<file path="config.mk">
export PLATFORM = sky130hd
export DESIGN_NAME = eager_conflict_unit
export DESIGN_NICKNAME = d
export VERILOG_FILES = /design/src/rtl/ecu_pkg.sv /design/src/rtl/ecu_track_dp.sv /design/src/rtl/ecu_ctrl.sv /design/src/rtl/eager_conflict_unit.sv
export SDC_FILE = /design/constraint.sdc
export NUM_CORES = 1
export LEC_CHECK = 0
export BUFFER_PORTS_ARGS = -buffer_cell sky130_fd_sc_hd__buf_2
export CAP_MARGIN = 10
export CORE_AREA = 4 4 183 114
export CTS_CLUSTER_SIZE = 10
export DETAILED_ROUTE_END_ITERATION = 10
export DIE_AREA = 0 0 187 118
export PLACE_DENSITY = 0.85
export SYNTH_ARGS = -nofsm -noshare
export SYNTH_HDL_FRONTEND = slang
export SYNTH_SLANG_ARGS = --single-unit
</file>
<file path="constraint.sdc">
create_clock -name clk -period 6.4 [get_ports clk]
set_input_delay 0.32 -clock clk [delete_from_list [all_inputs] [get_ports clk]]
set_output_delay 0.32 -clock clk [all_outputs]
set_load 0.005 [all_outputs]
</file>
<file path="src/rtl/ecu_pkg.sv">
package ecu_pkg;
  // Strobes from control to the tracking datapath for a granted access.
  typedef struct packed {
    logic setRd;
    logic setWr;
  } trkStrobe_t;
endpackage

</file>
<file path="src/rtl/ecu_track_dp.sv">
module ecu_track_dp
  import ecu_pkg::*;
#(
  parameter int NUM_CORES = 4,
  parameter int NUM_LINES = 16,
  localparam int CORE_W = $clog2(NUM_CORES),
  localparam int LINE_W = $clog2(NUM_LINES)
) (
  input  logic                 clk,
  input  logic                 rstN,
  input  logic                 reqValid,
  input  logic [CORE_W-1:0]    reqCore,
  input  logic                 reqWrite,
  input  logic [LINE_W-1:0]    reqLine,
  input  trkStrobe_t           strobe,
  input  logic [NUM_CORES-1:0] clrMask,
  output logic [NUM_CORES-1:0] conflictVec
);
  logic [NUM_CORES-1:0] reqOneHot;
  logic [NUM_CORES-1:0] rdAll [NUM_LINES];
  logic [NUM_CORES-1:0] wrAll [NUM_LINES];
  logic [NUM_CORES-1:0] rowRd, rowWr;

  assign reqOneHot = NUM_CORES'(1) << reqCore;

  for (genvar l = 0; l < NUM_LINES; l++) begin : g_line
    logic [NUM_CORES-1:0] rdRow, wrRow;
    logic lineHit;
    assign lineHit = (reqLine == LINE_W'(l));
    always_ff @(posedge clk or negedge rstN) begin
      if (!rstN) begin
        rdRow <= '0;
        wrRow <= '0;
      end else begin
        rdRow <= (rdRow & ~clrMask) | ((lineHit && strobe.setRd) ? reqOneHot : '0);
        wrRow <= (wrRow & ~clrMask) | ((lineHit && strobe.setWr) ? reqOneHot : '0);
      end
    end
    assign rdAll[l] = rdRow;
    assign wrAll[l] = wrRow;
  end

  assign rowRd = rdAll[reqLine];
  assign rowWr = wrAll[reqLine];

  // Reads collide with foreign writers, writes with any foreign mark.
  always_comb begin
    conflictVec = '0;
    if (reqValid)
      conflictVec = (reqWrite ? (rowRd | rowWr) : rowWr) & ~reqOneHot;
  end
endmodule

</file>
<file path="src/rtl/ecu_ctrl.sv">
module ecu_ctrl
  import ecu_pkg::*;
#(
  parameter int NUM_CORES = 4,
  parameter int TS_W = 16,
  localparam int CORE_W = $clog2(NUM_CORES)
) (
  input  logic                      clk,
  input  logic                      rstN,
  input  logic [NUM_CORES-1:0]      beginTx,
  input  logic [NUM_CORES-1:0]      commitTx,
  input  logic                      reqValid,
  input  logic [CORE_W-1:0]         reqCore,
  input  logic                      reqTrans,
  input  logic                      reqWrite,
  input  logic [NUM_CORES-1:0]      conflictVec,
  output trkStrobe_t                strobe,
  output logic [NUM_CORES-1:0]      clrMask,
  output logic                      reqNack,
  output logic                      reqAbort,
  output logic [NUM_CORES-1:0]      txActive,
  output logic [NUM_CORES-1:0]      stalled,
  output logic [NUM_CORES*TS_W-1:0] txStamp
);
  logic [NUM_CORES-1:0] active, tsValid, cycFlag;
  logic [TS_W-1:0]      stamp    [NUM_CORES];
  logic [NUM_CORES-1:0] waitMask [NUM_CORES];
  logic [TS_W-1:0]      globalCnt;

  logic                 effTrans, anyHit;
  logic [NUM_CORES-1:0] reqOneHot, reqIsOlder, holderOlder;
  logic [NUM_CORES-1:0] flagSet, abortVec, commitVec, endNow, beginVec, newStampVec;

  assign reqOneHot = NUM_CORES'(1) << reqCore;
  assign effTrans  = reqValid & reqTrans & active[reqCore];
  assign anyHit    = |conflictVec;

  // Age order: smaller stamp is older, ties go to the lower core index.
  always_comb begin
    for (int j = 0; j < NUM_CORES; j++) begin
      reqIsOlder[j]  = (stamp[reqCore] < stamp[j]) ||
                       ((stamp[reqCore] == stamp[j]) && (reqCore < CORE_W'(j)));
      holderOlder[j] = (stamp[j] < stamp[reqCore]) ||
                       ((stamp[j] == stamp[reqCore]) && (CORE_W'(j) < reqCore));
    end
  end

  assign reqAbort    = anyHit & effTrans & cycFlag[reqCore] & (|(conflictVec & holderOlder));
  assign reqNack     = anyHit & ~reqAbort;
  assign flagSet     = (anyHit && effTrans && !reqAbort) ? (conflictVec & reqIsOlder) : '0;
  assign abortVec    = reqAbort ? reqOneHot : '0;
  assign commitVec   = commitTx & active;
  assign endNow      = commitVec | abortVec;
  assign beginVec    = beginTx & ~active;
  assign newStampVec = beginVec & ~tsValid;
  assign clrMask     = endNow;

  always_comb begin
    strobe.setRd = effTrans & ~anyHit & ~reqWrite;
    strobe.setWr = effTrans & ~anyHit &  reqWrite;
  end

  always_ff @(posedge clk or negedge rstN) begin
    if (!rstN) begin
      active    <= '0;
      tsValid   <= '0;
      cycFlag   <= '0;
      globalCnt <= '0;
      for (int c = 0; c < NUM_CORES; c++) begin
        stamp[c]    <= '0;
        waitMask[c] <= '0;
      end
    end else begin
      if (|newStampVec) globalCnt <= globalCnt + 1'b1;
      for (int c = 0; c < NUM_CORES; c++) begin
        if (abortVec[c]) begin
          active[c]  <= 1'b0;
          cycFlag[c] <= 1'b0;
        end else if (commitVec[c]) begin
          active[c]  <= 1'b0;
          tsValid[c] <= 1'b0;
          cycFlag[c] <= 1'b0;
        end else if (beginVec[c]) begin
          active[c]  <= 1'b1;
          cycFlag[c] <= 1'b0;
          if (!tsValid[c]) begin
            tsValid[c] <= 1'b1;
            stamp[c]   <= globalCnt;
          end
        end else if (flagSet[c]) begin
          cycFlag[c] <= 1'b1;
        end

        if (reqValid && reqCore == CORE_W'(c))
          waitMask[c] <= reqNack ? (conflictVec & ~endNow) : '0;
        else
          waitMask[c] <= waitMask[c] & ~endNow;
      end
    end
  end

  assign txActive = active;
  for (genvar c = 0; c < NUM_CORES; c++) begin : g_out
    assign stalled[c] = |waitMask[c];
    assign txStamp[c*TS_W +: TS_W] = stamp[c];
  end
endmodule

</file>
<file path="src/rtl/eager_conflict_unit.sv">
module eager_conflict_unit
  import ecu_pkg::*;
#(
  parameter int NUM_CORES = 4,
  parameter int NUM_LINES = 16,
  parameter int TS_W = 16,
  localparam int CORE_W = $clog2(NUM_CORES),
  localparam int LINE_W = $clog2(NUM_LINES)
) (
  input  logic                      clk,
  input  logic                      rstN,
  input  logic [NUM_CORES-1:0]      beginTx,
  input  logic [NUM_CORES-1:0]      commitTx,
  input  logic                      reqValid,
  input  logic [CORE_W-1:0]         reqCore,
  input  logic                      reqTrans,
  input  logic                      reqWrite,
  input  logic [LINE_W-1:0]         reqLine,
  output logic                      reqNack,
  output logic                      reqAbort,
  output logic [NUM_CORES-1:0]      txActive,
  output logic [NUM_CORES-1:0]      stalled,
  output logic [NUM_CORES*TS_W-1:0] txStamp
);
  trkStrobe_t           strobe;
  logic [NUM_CORES-1:0] clrMask, conflictVec;

  ecu_track_dp #(.NUM_CORES(NUM_CORES), .NUM_LINES(NUM_LINES)) u_dp (
    .clk(clk), .rstN(rstN), .reqValid(reqValid), .reqCore(reqCore),
    .reqWrite(reqWrite), .reqLine(reqLine), .strobe(strobe),
    .clrMask(clrMask), .conflictVec(conflictVec)
  );

  ecu_ctrl #(.NUM_CORES(NUM_CORES), .TS_W(TS_W)) u_ctrl (
    .clk(clk), .rstN(rstN), .beginTx(beginTx), .commitTx(commitTx),
    .reqValid(reqValid), .reqCore(reqCore), .reqTrans(reqTrans),
    .reqWrite(reqWrite), .conflictVec(conflictVec), .strobe(strobe),
    .clrMask(clrMask), .reqNack(reqNack), .reqAbort(reqAbort),
    .txActive(txActive), .stalled(stalled), .txStamp(txStamp)
  );
endmodule

</file>
==> run metrics, run 1 <==
status complete, no violations; reg-to-reg startpoint u_ctrl.txStamp[59]; share of layout cells above drive strength 1 0.151; Ports 93; syn nets 1259; port buffer count 92; GP Congestion 0.979; Die Wd 187 um; CP bufs+invs 3; asr flop ratio synth 1.00; register area share after synthesis 0.478; number of synthesized flops with an enable pin 0; Layout Cells excl Fill 1487; total gr overflow 0; pwr dens 308 nW/um2; Design Power 4.19 mW; Post-Syn Instances 1175; R2R Setup Slk 2.08 ns; CP required 6.08 ns; fmax 0.208 GHz; Vias 10.1k; Pins Over Slew Limit 0; Max Cap Viol 0; # fillers 1365; Critical Path Sink reqNack; Post-CTS Setup Inserts 0; clk sink count 236; final critical-path setup slack 1.60 ns; Hold Violations, Final 0; CTS Buf Count 27; dpl cells 1457; CP Launch Type input pin; Final ANT Viol Nets 0; CP max stage delay 0.72 ns; Most used DFF post-synth dfrtp_1; clk_skew 0.0119 ns; first-pass GRT wire length 56500 um; R2R cell count 9; Worst Setup Path Type in2out; mean post-synth cell area 10.5 um2; crit end category output port; worst path cell trace buf_2, mux4_2, ha_1, a21oi_1, o21a_1, a2bb2oi_1, nor4bb_1, nor4_1, nor3_2, inv_1, nor2_1, buf_2; VDD IR max 0.281 mV; Worst slew margin 0.0928; Clock Tree Buf Depth 3; yosys warns 0; Worst-path clk slew 0.06 ns; most frequent CP cell buf_2; clock latency on the worst-skew pair 0.53 ns; Leakage 6.40 nW; measured slew at the worst slew-check pin 1.35 ns; H-tree lvl count 1; number of global-route vias before repair 9598; Tcrit/Tclk final 0.751; Final Setup Violations 0; Syn Std Cell Area 12300 um2; Setup crit start reqCore[0]; Multi-input gate area 5880 um2; initial antenna violation count 0; reg2reg end u_dp.g_line[10].rdRow[2]; slowest CP cell nor3_2; Wirelength per Cell 24.2 um; type of the worst min-delay path in2reg; Arr. time, crit path 4.48 ns; Routed WL 35900 um; final worst path period need 4.80 ns; drt drc 0; register area 5910 um2; Root Driver clkbuf_16; delay-heaviest family, CP simple AND/OR/NAND/NOR gates; Die Span Y 118 um; Via density 6.76; RSZ-0062 raised after global routing no; gr usage total 0.324; hold buffer count at CTS 1; Post-Place Setup Slack 1.58 ns; library cells used by synthesis 65; FP Rows 39; crit path max fanout 26; final setup TNS 0 ns; area delta synth->final 10.2%; Core Area 18900 um2; CTS tree done; post-CTS resize count 0; final layout net count 1325; Synth Register Bits 236; die area 22100 um2; iteration-0 DRC count of the detailed router 1275; ANT cells 0; Post-DP HPWL 25800 um; Crit. path cell count 12; total iterations of the first detailed-routing run 6; largest net degree at the start of global routing 132; Initial Util 0.652
area by class of cell:
cell class,instances,share of cell area
inverter,70,0.0193
tap,246,0.0226
sequential,236,0.434
timing repair buffer,105,0.0419
multi-input combinational,801,0.432
clock inverter,1,0.000368
clock buffer,28,0.0499
stage by stage:
stage | utilization | instance area [um2] | hold WS (ns)
after floorplan | - | 12300 | 0.0244
after global placement | 0.682 | 12900 | 0.459
after detailed placement | 0.682 | 12900 | 0.466
after CTS | 0.719 | 13600 | 0.00649
after global routing | 0.719 | 13600 | 0.0316
final | 0.719 | 13600 | 0.0145
cells by family after synthesis:
family / Yosys count / share of synthesized area
buf+inv: 138 / 0.0474
fa+ha+maj: 65 / 0.0659
compound gates: 303 / 0.166
flops: 236 / 0.478
mux: 74 / 0.0949
xor+xnor: 15 / 0.0106
simple gates: 344 / 0.137
report_power, final:
part | total (mW) | internal [mW] | switching, mW
combinational | 1.13 | 0.438 | 0.692
sequential | 1.75 | 1.61 | 0.143
clock | 1.30 | 0.738 | 0.565
total | 4.19 | 2.79 | 1.40
synth_stat cells (all sizes together), types with 5 or more instances:
cell / n / area share
and2: 7 / 0.0035
o2bb2ai: 28 / 0.020
o21ai: 125 / 0.051
nand2b: 10 / 0.0051
mux2: 5 / 0.0046
o22ai: 6 / 0.0030
xnor2: 12 / 0.0085
nor3b: 5 / 0.0053
nor3: 11 / 0.0049
inv: 70 / 0.021
a32o: 12 / 0.0097
mux2i: 35 / 0.028
nor2: 38 / 0.012
and4: 7 / 0.0050
and3: 15 / 0.0076
ha: 65 / 0.066
nand3: 27 / 0.011
a21oi: 36 / 0.015
a22oi: 11 / 0.0067
a21o: 5 / 0.0030
a22o: 44 / 0.031
a41oi: 5 / 0.0035
mux4: 34 / 0.062
nand4: 21 / 0.011
nor2b: 16 / 0.0081
dfrtp: 236 / 0.48
buf: 33 / 0.015
or4: 7 / 0.0043
nand2: 167 / 0.051
clkbuf: 35 / 0.011
how the worst min path moves through the flow:
stage,slack [ns],depth (start not counted),start,to
2_1_floorplan,0.02,0,rstN,u_ctrl.cycFlag[0]
3_3_place_gp,0.46,2,u_dp.g_line[14].wrRow[3],u_dp.g_line[14].wrRow[3]
3_5_place_dp,0.47,2,u_dp.g_line[2].wrRow[3],u_dp.g_line[2].wrRow[3]
4_1_cts,0.006,2,beginTx[1],u_ctrl.cycFlag[1]
5_1_grt,0.03,2,beginTx[1],u_ctrl.cycFlag[1]
6_report,0.01,2,beginTx[1],u_ctrl.cycFlag[1]
sequential cells by signal, indices dropped and copies added (netlist names):
name,count
u_ctrl.txStamp,64
u_ctrl.globalCnt,16
u_dp.g_line.rdRow,64
u_ctrl.cycFlag,4
u_ctrl.tsValid,4
u_dp.g_line.wrRow,64
u_ctrl.waitMask,16
u_ctrl.txActive,4
layout by cell type, fill, tap and decap left out, types with 34 or more instances in the layout:
master and n:
dfrtp_1 236, nand2_1 166, o21ai_0 123, buf_2 91, inv_1 70, ha_1 65, a22o_1 44, a21oi_1 36
nor2_1 36, mux2i_1 35, mux4_2 34
per-layer routing:
layer / GRT usage / vias to the layer above / wire, um
met5: 0 / - / 0
met4: 0.0489 / 0 / 427
met3: 0.127 / 44 / 5340
met2: 0.409 / 664 / 13700
met1: 0.528 / 4963 / 16400
li1: - / 4382 / -
Power figures use the tool's default switching activity.
==> run 2: changes to the inputs <==
Settings changed: CORE_AREA 4 4 183 114 to 4 4 189 118, DIE_AREA 0 0 187 118 to 0 0 193 122, PLACE_DENSITY 0.85 to 0.8.
Clock period 6.4 ns to 4.8 ns, I/O delays scaled along.
==> run metrics, run 2 (synthesis results as in run 1) <==
Final ANT Viol Nets 0; VDD IR max 0.284 mV; Worst-path clk slew 0.05 ns; fmax 0.224 GHz; Net Sw Power 1.81 mW; Pins Over Slew Limit 0; R2R cell count 9; Layout Cells excl Fill 1538; combinational share of power 0.266; pwr dens 402 nW/um2; Initial Util 0.600; gr usage total 0.310; area delta synth->final 11.7%; switching part of the total 0.326; clk_skew 0.00872 ns; crit end category output port; met1 GRT Util 0.518; Die Wd 193 um; measured slew at the worst slew-check pin 1.15 ns; Tcrit/Tclk final 0.929; GR peak layer met1; Vias 10.0k; Final Util 0.671; CTS tree done; Routed WL 35900 um; final setup TNS 0 ns; drt drc 0; Leakage 6.48 nW; die area 23500 um2; P_int 3.73 mW; Root Driver clkbuf_16; total iterations of the first detailed-routing run 6; Post-DP HPWL 26000 um; total gr overflow 0; Ports 93; iteration-0 DRC count of the detailed router 1303; Clock Tree Buf Depth 3; Arr. time, crit path 4.22 ns; Core Area 20600 um2; Post-CTS Setup Inserts 0; CP required 4.56 ns; CP Launch Type flip-flop; Worst slew margin 0.232; Final Setup Violations 0; leading cell type in the layout, fill and taps excluded dfrtp_1; Die Span Y 122 um; Via density 6.53; Hold Violations, Final 0; sequential power share 0.422; RSZ-0062 raised after global routing no; GP Congestion 0.969; FP Rows 41; hold depth 3; port buffer count 92; Wirelength per Cell 23.3 um; H-tree lvl count 1; Worst Setup Path Type reg2out; type of the worst min-delay path in2reg; crit path max fanout 10; Max Cap Viol 0; final worst path period need 4.46 ns; most frequent cells in the layout dfrtp_1 (236), nand2_1 (166), o21ai_0 (123), buf_2 (91), inv_1 (70); clk sink count 236; initial antenna violation count 1; final layout net count 1340; largest net degree at the start of global routing 133; dpl cells 1501; met3 GRT Util 0.110; met2 Track Usage GR 0.388; first-pass GRT wire length 56200 um; number of global-route vias before repair 9498; share of layout cells above drive strength 1 0.156; clock network power share 0.312; status complete, no violations; CTS Buf Count 27; clock latency on the worst-skew pair 0.52 ns
run 2: cell count changes in the layout (fill, tap and decap cells not counted), moves of 2 or more:
cell	delta
buf_12	+2
buf_4	+9
clkbuf_1	+3
dlygate4sd3_1	+4
run 2: layer usage:
metal / vias to the layer above / share of wire
met5: - / 0
met1: 4962 / 0.47
li1: 4430 / -
met3: 43 / 0.13
met2: 606 / 0.38
met4: 0 / 0.014
run 2: layout make-up:
| cell class | instances | area [um2] |
|---|---|---|
| antenna | 1 | 2.50 |
| clock buffer | 31 | 691 |
| fill | 1580 | 6770 |
| inverter | 70 | 263 |
| multi-input combinational | 801 | 5870 |
| sequential | 236 | 5910 |
| tap | 279 | 349 |
| timing repair buffer | 120 | 718 |
run 2: power groups by stage:
stage | registers [mW] | logic (mW) | clock network (mW)
2_1_floorplan | 2.30 | 0.960 | 0
3_3_place_gp | 2.36 | 1.41 | 0
3_5_place_dp | 2.37 | 1.42 | 0
4_1_cts | 2.33 | 1.44 | 1.75
5_1_grt | 2.36 | 1.65 | 1.85
6_report | 2.34 | 1.47 | 1.73
run 2: stage by stage:
step | instance area, um2 | power, mW | setup slack, ns | hold slack [ns]
global placement | 13100 | 3.77 | 0.281 | 0.428
detailed placement | 13100 | 3.79 | 0.199 | 0.434
finish | 13800 | 5.54 | 0.342 | 0.0158
floorplan | 12300 | 3.26 | 0.0826 | -0.0556
global route | 13800 | 5.85 | 0.148 | 0.0265
CTS | 13800 | 5.53 | 0.374 | 0.00312
run 2: critical path, stage by stage, from the launching register on:
cell and delay [ns]:
dfrtp_1 0.41, mux4_2 0.56, ha_1 0.32, a21o_1 0.19
a21o_1 0.17, a221o_1 0.36, o21ba_2 0.24, a32o_1 0.35
nor3_2 0.62, inv_1 0.23, nor2_1 0.14, buf_2 0.12
run 2: path summary, 6_finish.rpt:
path	start	end	slack (ns)
max	u_ctrl.txStamp[61]	reqNack	0.34
min	beginTx[2]	u_ctrl.txActive[2]	0.02
max reg2reg	u_ctrl.txStamp[11]	u_dp.g_line[4].wrRow[2]	0.49
min reg2reg	u_dp.g_line[12].rdRow[3]	u_dp.g_line[12].rdRow[3]	0.48
max in group asynchronous	rstN	u_dp.g_line[4].wrRow[0]	3.25
min in group asynchronous	rstN	u_ctrl.txStamp[48]	0.44
run 2: repair_timing:
item | 4_1_cts | 5_1_grt
hold buffers | 5 | 0
gates resized for setup | 0 | 0
endpoints found under the hold margin | 136 | 0
setup endpoints to repair | 0 | 0
==> run 3: changes to the inputs <==
Settings changed: CORE_AREA 4 4 189 118 to 3 3 188 117, DIE_AREA 0 0 193 122 to 0 0 191 120.
==> run metrics, run 3 (synthesis results as in run 1) <==
status complete, no violations; Setup crit start u_ctrl.txStamp[43]; Die Wd 191 um; number of global-route vias before repair 9571; crit path max fanout 10; port buffer count 92; area delta synth->final 11.7%; total gr overflow 0; hold buffer count at CTS 6; Post-CTS Setup Inserts 0; VDD IR max 0.349 mV; Routed WL 37000 um; crit end category output port; gr usage total 0.328; first-pass GRT wire length 57300 um; H-tree lvl count 1; pwr dens 404 nW/um2; Leakage 6.48 nW; final instance area 13800 um2; initial antenna violation count 1; Final Setup Violations 0; GP Congestion 0.974; Post-DP HPWL 26500 um; post-CTS resize count 0; Hold Violations, Final 0; leading cell type in the layout, fill and taps excluded dfrtp_1; Layout Cells excl Fill 1538; Core Area 20600 um2; Placed Area 13000 um2; CP Launch Type flip-flop; Root Driver clkbuf_16; clock latency on the worst-skew pair 0.53 ns; final layout net count 1343; RSZ-0062 raised after global routing no; Wirelength per Cell 24.1 um; reg-to-reg startpoint u_ctrl.txStamp[63]; Final ANT Viol Nets 0; Ports 93; Vias 10.3k; die area 22900 um2; Multi-input gate area 5870 um2; Worst Setup Path Type reg2out; hold_sp beginTx[0]; total iterations of the first detailed-routing run 5; Clock Tree Buf Depth 3; Max Cap Viol 0; Tcrit/Tclk final 0.936; # fillers 1617; final worst path period need 4.49 ns; Pins Over Slew Limit 0; clk sink count 236; Worst-path clk slew 0.06 ns; CTS tree done; CP required 4.56 ns; clk_skew 0.0116 ns; CTS Buf Count 27; Worst slew margin 0.438; ANT cells 0; hold depth 3; fmax 0.223 GHz; measured slew at the worst slew-check pin 0.842 ns; Via density 6.67; Initial Util 0.600; drt drc 0; dpl cells 1503; iteration-0 DRC count of the detailed router 1373; register area 5910 um2; R2R cell count 11; FP Rows 41; largest net degree at the start of global routing 98; type of the worst min-delay path in2reg; final setup TNS 0 ns; share of layout cells above drive strength 1 0.158; Die Span Y 120 um; most frequent cells in the layout dfrtp_1 (236), nand2_1 (166), o21ai_0 (123), buf_2 (91), inv_1 (70); Arr. time, crit path 4.25 ns
-- run 3: cell count changes in the layout (fill, tap and decap cells not counted), sizes merged --
cell,previous run,this run
clkbuf,31,28
buf,115,117
clkinv,0,1
diode,1,0
dlygate4sd3,5,6
-- run 3: final cells by class --
cell class | count | area share
Timing Repair Buffer | 123 | 0.0521
Clock buffer | 28 | 0.0493
Sequential cell | 236 | 0.428
Clock inverter | 1 | 0.000363
Tap cell | 279 | 0.0253
Multi-Input combinational cell | 801 | 0.426
Inverter | 70 | 0.0191
-- run 3: final timing paths --
| kind | end | slack (ns) |
|---|---|---|
| worst max-delay path | reqNack | 0.31 |
| worst min-delay path | u_ctrl.txActive[0] | 0.07 |
| worst max register to register | u_dp.g_line[5].rdRow[1] | 0.79 |
| worst min register to register | u_dp.g_line[13].wrRow[0] | 0.48 |
| max in group asynchronous | u_ctrl.globalCnt[3] | 3.27 |
| min in group asynchronous | u_dp.g_line[4].wrRow[3] | 0.31 |
-- run 3: layer usage --
layer / global-route usage / part of all wire / vias to the layer above
li1: - / - / 4416
met1: 0.553 / 0.46 / 5065
met2: 0.408 / 0.38 / 731
met3: 0.107 / 0.15 / 45
met4: 0.0522 / 0.014 / 0
met5: 0 / 0 / -
-- run 3: power breakdown --
group	leakage (nW)	switching (mW)	internal, mW
sequential	3.23	0.192	2.15
combinational	2.91	0.903	0.604
clock	0.338	0.740	0.984
-- run 3: critical path: stages (launching register included) --
cell and delay [ns]:
dfrtp_1 0.41, mux4_2 0.54, ha_1 0.36, nand4_1 0.26
or4_1 0.64, nor4bb_1 0.18, nor4_1 0.67, nor3_2 0.25
inv_1 0.22, nor2_1 0.07, buf_2 0.12
-- run 3: through the flow --
stage	utilization	total power [mW]	setup slack [ns]	hold WS (ns)
2_1_floorplan	-	3.26	0.0826	-0.0556
3_3_place_gp	0.634	3.78	0.548	0.311
3_5_place_dp	0.634	3.81	0.485	0.314
4_1_cts	0.670	5.54	0.443	0.0568
5_1_grt	0.670	5.85	0.151	0.111
6_report	0.670	5.57	0.308	0.0654
